===== src/rtl/csel_pkg.sv =====
package csel_pkg;

    localparam int FIRST_W_DEF = 2;
    localparam int NUM_BLK_DEF = 5;

    // Bit position where slice idx starts, for slices first_w, first_w+1, ...
    function automatic int blk_base(input int first_w, input int idx);
        return idx * first_w + (idx * (idx - 1)) / 2;
    endfunction

    function automatic int blk_width(input int first_w, input int idx);
        return first_w + idx;
    endfunction

    function automatic int total_width(input int first_w, input int nblk);
        return blk_base(first_w, nblk);
    endfunction

    localparam int MAX_BLK_W = FIRST_W_DEF + NUM_BLK_DEF - 1;

    // One precomputed slice result, zero-extended to the widest slice
    typedef struct packed {
        logic                 cout;
        logic [MAX_BLK_W-1:0] sum;
    } blk_res_t;

endpackage


===== src/rtl/csel_full_adder.sv =====
module csel_full_adder (
    input  logic x,
    input  logic y,
    input  logic ci,
    output logic s,
    output logic co
);
    always_comb begin
        s  = x ^ y ^ ci;
        co = (x & y) | (y & ci) | (x & ci);
    end
endmodule


===== src/rtl/csel_ripple_chain.sv =====
module csel_ripple_chain #(
    parameter int W = 2
) (
    input  logic [W-1:0] x,
    input  logic [W-1:0] y,
    input  logic         ci,
    output logic [W-1:0] s,
    output logic         co
);
    logic [W:0] link;

    assign link[0] = ci;

    for (genvar k = 0; k < W; k++) begin : g_cell
        csel_full_adder u_fa (
            .x  (x[k]),
            .y  (y[k]),
            .ci (link[k]),
            .s  (s[k]),
            .co (link[k+1])
        );
    end

    assign co = link[W];
endmodule


===== src/rtl/csel_select_block.sv =====
module csel_select_block #(
    parameter int W = 3
) (
    input  logic [W-1:0] x,
    input  logic [W-1:0] y,
    input  logic         ci,
    output logic [W-1:0] s,
    output logic         co,
    output logic [W-1:0] s_if0,
    output logic         co_if0,
    output logic [W-1:0] s_if1,
    output logic         co_if1
);
    csel_ripple_chain #(.W(W)) u_chain0 (
        .x  (x),
        .y  (y),
        .ci (1'b0),
        .s  (s_if0),
        .co (co_if0)
    );

    csel_ripple_chain #(.W(W)) u_chain1 (
        .x  (x),
        .y  (y),
        .ci (1'b1),
        .s  (s_if1),
        .co (co_if1)
    );

    always_comb begin
        if (ci) begin
            s  = s_if1;
            co = co_if1;
        end else begin
            s  = s_if0;
            co = co_if0;
        end
    end
endmodule


===== src/rtl/sqrt_csel_adder.sv =====
module sqrt_csel_adder
    import csel_pkg::*;
#(
    parameter int  FIRST_W = FIRST_W_DEF,
    parameter int  NUM_BLK = NUM_BLK_DEF,
    localparam int WIDTH   = total_width(FIRST_W, NUM_BLK)
) (
    input  logic [WIDTH-1:0] op_a,
    input  logic [WIDTH-1:0] op_b,
    input  logic             carry_in,
    output logic [WIDTH-1:0] sum_out,
    output logic             carry_out
);
    localparam int RES_W = FIRST_W + NUM_BLK - 1;

    typedef struct packed {
        logic             cout;
        logic [RES_W-1:0] sum;
    } res_t;

    // carry entering each slice; index NUM_BLK is the adder carry-out
    logic [NUM_BLK:0] blk_carry;
    res_t             guess0 [NUM_BLK];
    res_t             guess1 [NUM_BLK];

    assign blk_carry[0] = carry_in;

    for (genvar i = 0; i < NUM_BLK; i++) begin : g_blk
        localparam int W    = blk_width(FIRST_W, i);
        localparam int BASE = blk_base(FIRST_W, i);

        logic [W-1:0] sx, sy, ss;

        assign sx = op_a[BASE +: W];
        assign sy = op_b[BASE +: W];

        if (i == 0) begin : g_first
            csel_ripple_chain #(.W(W)) u_chain (
                .x  (sx),
                .y  (sy),
                .ci (blk_carry[i]),
                .s  (ss),
                .co (blk_carry[i+1])
            );
            assign guess0[i] = {blk_carry[i+1], RES_W'(ss)};
            assign guess1[i] = {blk_carry[i+1], RES_W'(ss)};
        end else begin : g_sel
            logic [W-1:0] s0, s1;
            logic         c0, c1;
            csel_select_block #(.W(W)) u_sel (
                .x      (sx),
                .y      (sy),
                .ci     (blk_carry[i]),
                .s      (ss),
                .co     (blk_carry[i+1]),
                .s_if0  (s0),
                .co_if0 (c0),
                .s_if1  (s1),
                .co_if1 (c1)
            );
            assign guess0[i] = {c0, RES_W'(s0)};
            assign guess1[i] = {c1, RES_W'(s1)};
        end

        assign sum_out[BASE +: W] = ss;
    end

    assign carry_out = blk_carry[NUM_BLK];
endmodule


===== config.mk =====
export PLATFORM = sky130hd
export DESIGN_NAME = sqrt_csel_adder
export DESIGN_NICKNAME = d
export VERILOG_FILES = /design/src/rtl/csel_pkg.sv /design/src/rtl/csel_full_adder.sv /design/src/rtl/csel_ripple_chain.sv /design/src/rtl/csel_select_block.sv /design/src/rtl/sqrt_csel_adder.sv
export SDC_FILE = /design/constraint.sdc
export NUM_CORES = 1
export LEC_CHECK = 0
export BUFFER_PORTS_ARGS = -buffer_cell sky130_fd_sc_hd__buf_2
export CAP_MARGIN = 20
export CORE_ASPECT_RATIO = 1.5
export CORE_UTILIZATION = 50
export DETAILED_ROUTE_END_ITERATION = 16
export PLACE_DENSITY = 0.94
export SYNTH_ARGS = -nofsm -noshare
export SYNTH_HDL_FRONTEND = slang
export SYNTH_SLANG_ARGS = --single-unit

===== constraint.sdc =====
create_clock -name vclk -period 5.9
set_input_delay 0.59 -clock vclk [all_inputs]
set_output_delay 0.59 -clock vclk [all_outputs]
set_load 0.02 [all_outputs]

==> metrics.txt <==
drt total wl=2480 µm; Ports=62; Tcrit/Tclk final=69.5%; area share of the largest cell type after synthesis=26.9%; count leader, synth=ha_1; mux share of post-synthesis cell area=4.28%; outcome=complete, no violations; CP Capture Type=output port; Net count, final=261; Initial Util=54.5%; wire per inst=11.5 µm; CP Depth=13; post-synthesis cell area=around 1000 µm²; critical path launch point=op_a[0]; pin count of the biggest net entering global routing=8; CP endpoint=sum_out[19]; max_slew headroom=66.1%; filler cell count=between 150 and 200; Max-Cap Viols=0; Setup CP Type=in2out; Slew @ Worst Pin=~510 ps; Die ar.=2240 µm²; Final setup viols=0; Critical Path Start Type=input pin; # diodes=0; GRT Total Usage=22.3%; Core Area=between 1500 and 2000 µm²; post-cts sizing count=0; number of port buffers=62; Critical Path, Cell by Cell=buf_2 > inv_1 > fa_1 > inv_1 > fa_1 > or2_1 > a311o_1 > mux2_2 > nand4_1 > a2111o_1 > a31oi_2 > xnor2_1 > buf_2; CTS Hold Bufs=0; Placer Congestion=0.699; Crit path arrival time=3510 ps; Netlist cell types=39; Synth area leader=ha_1; DIE WIDTH=about 39 µm; post-CTS setup buffer count=0; Ys Warns=0; Mapped Avg Cell Area=7.58 µm²; number of instances in the placed design=215; Simple-Gate Fraction of Synth Area=approximately 17%; final core utilization=slightly above 70%; crit-path max FO=7; total power=0.000198 W; largest family of logic cells by synthesized area=adder cells; FF+latch area=0 µm²; slowest stage delay, CP=450 ps; Pwr Density=between 100 and 150 nW/µm²; TritonRoute pass-1 iters=4; Mapped Nets=200; final hold slack=1560 ps; setup_tns=0 ps; Synth Area in XOR/XNOR=14.5%; Via-to-Cell Ratio=5.50; layout cells sized above 1=36.6%; clkbuf count=0; fmax=about 0.24 GHz; Min-Delay Path Class=in2out; number of remaining DRC errors=0; GRT Residual Overflow=0; global-route wire length before repair=3900 µm; Slew Limit Fails=0; Die Y=roughly 57 µm; vias in the first global route=1111; Fin. Hold Viols=0; # rows=19; DRT iter0 DRCs=15; Critical Path Slowest Stage Cell=a2111o_1; area delta synth->final=30.3%; Synth Area in Compound Gates=24.2%; Detailed Place HPWL=around 2200 µm; Finished Layout Cells=215; top cells by count, synth=ha_1 (22), inv_1 (17), nor2_1 (16), xnor2_1 (10); post-synthesis sequential area ratio=0%; critical path data required time=approximately 5300 ps; Critical path buffers and inverters=4; FFs & Latches=0; Pleak=roughly 0.7 nW; RSZ-0062 raised after global routing=false; maximum vdd drop=0.0000829 V; top cells by area, synth=ha_1 (27%), xnor2_1 (8.6%), inv_1 (6.2%); Antenna Violating Nets Remaining=0; Post-Synthesis Cells=135; Multi-input gate area=933 µm²; Crit path max-delay family=compound AO/OA/AOI/OAI gates; crit path time final=4100 ps; Adder-Cell Fraction of Synth Area=30.8%; antenna violations before repair=0; overall via count from detail_route=1182
per-layer routing:
metal  up-vias  wire (µm)  GRT usage [%]
li1        596          -              -
met1       537        888           20.6
met2        47       1470           47.9
met3         2         99          0.778
met4         0         18           3.94
met5         -          0              0
placed cells by master (no fill, tap or decap), drive strengths merged:
cell type	count
a2111o	1
a211o	1
a21oi	7
a311o	1
a31oi	2
buf	62
fa	2
ha	22
inv	17
mux2	1
mux2i	2
nand2	5
nand2b	3
nand3	4
nand4	1
nor2	16
nor2b	2
nor3	3
o21a	2
o21ai	5
o21ba	1
o21bai	2
o221ai	2
o22a	3
o22ai	2
o311ai	2
o31ai	1
o32a	1
or2	3
or3	1
xnor2	10
xor2	7
final cells by class:
type               count  area share, %
repair buffers        62           23.3
inverters             17           4.78
multi-input cells    115           70.0
well taps             21           1.97
worst min-delay path: stages:
cell and delay [ps]:
buf_2 90, fa_1 140, buf_2 150
per-stage QoR:
stage / instance area [µm²] / setup WS (ps)
2_1_floorplan: 1020 / 2150
3_3_place_gp: 1330 / 1920
5_1_grt: 1330 / 1640
3_5_place_dp: 1330 / 1800
6_report: 1330 / 1800
4_1_cts: 1330 / 1790
report_power, final:
part / internal, W / switching [W]
sequential: 0 / 0
clock: 0 / 0
combinational: 0.0000810 / 0.000117
worst min path at each step:
stage | startpoint | end | depth (start not counted)
floorplan | op_a[19] | carry_out | 2
global placement | op_a[19] | carry_out | 4
detailed placement | op_b[1] | sum_out[1] | 3
CTS | op_b[1] | sum_out[1] | 3
global route | op_b[1] | sum_out[1] | 3
finish | op_b[1] | sum_out[1] | 3
cells by family (layout without fill, tap and decap cells):
family                     Yosys count  after routing
and+or+nand+nor                     38             38
AOI/OAI and AO/OA                   33             33
xor gates and xnor gates            17             17
buffers and inverters               20             79
adders and majority gates           24             24
muxes                                3              3
Power figures use the tool's default switching activity.
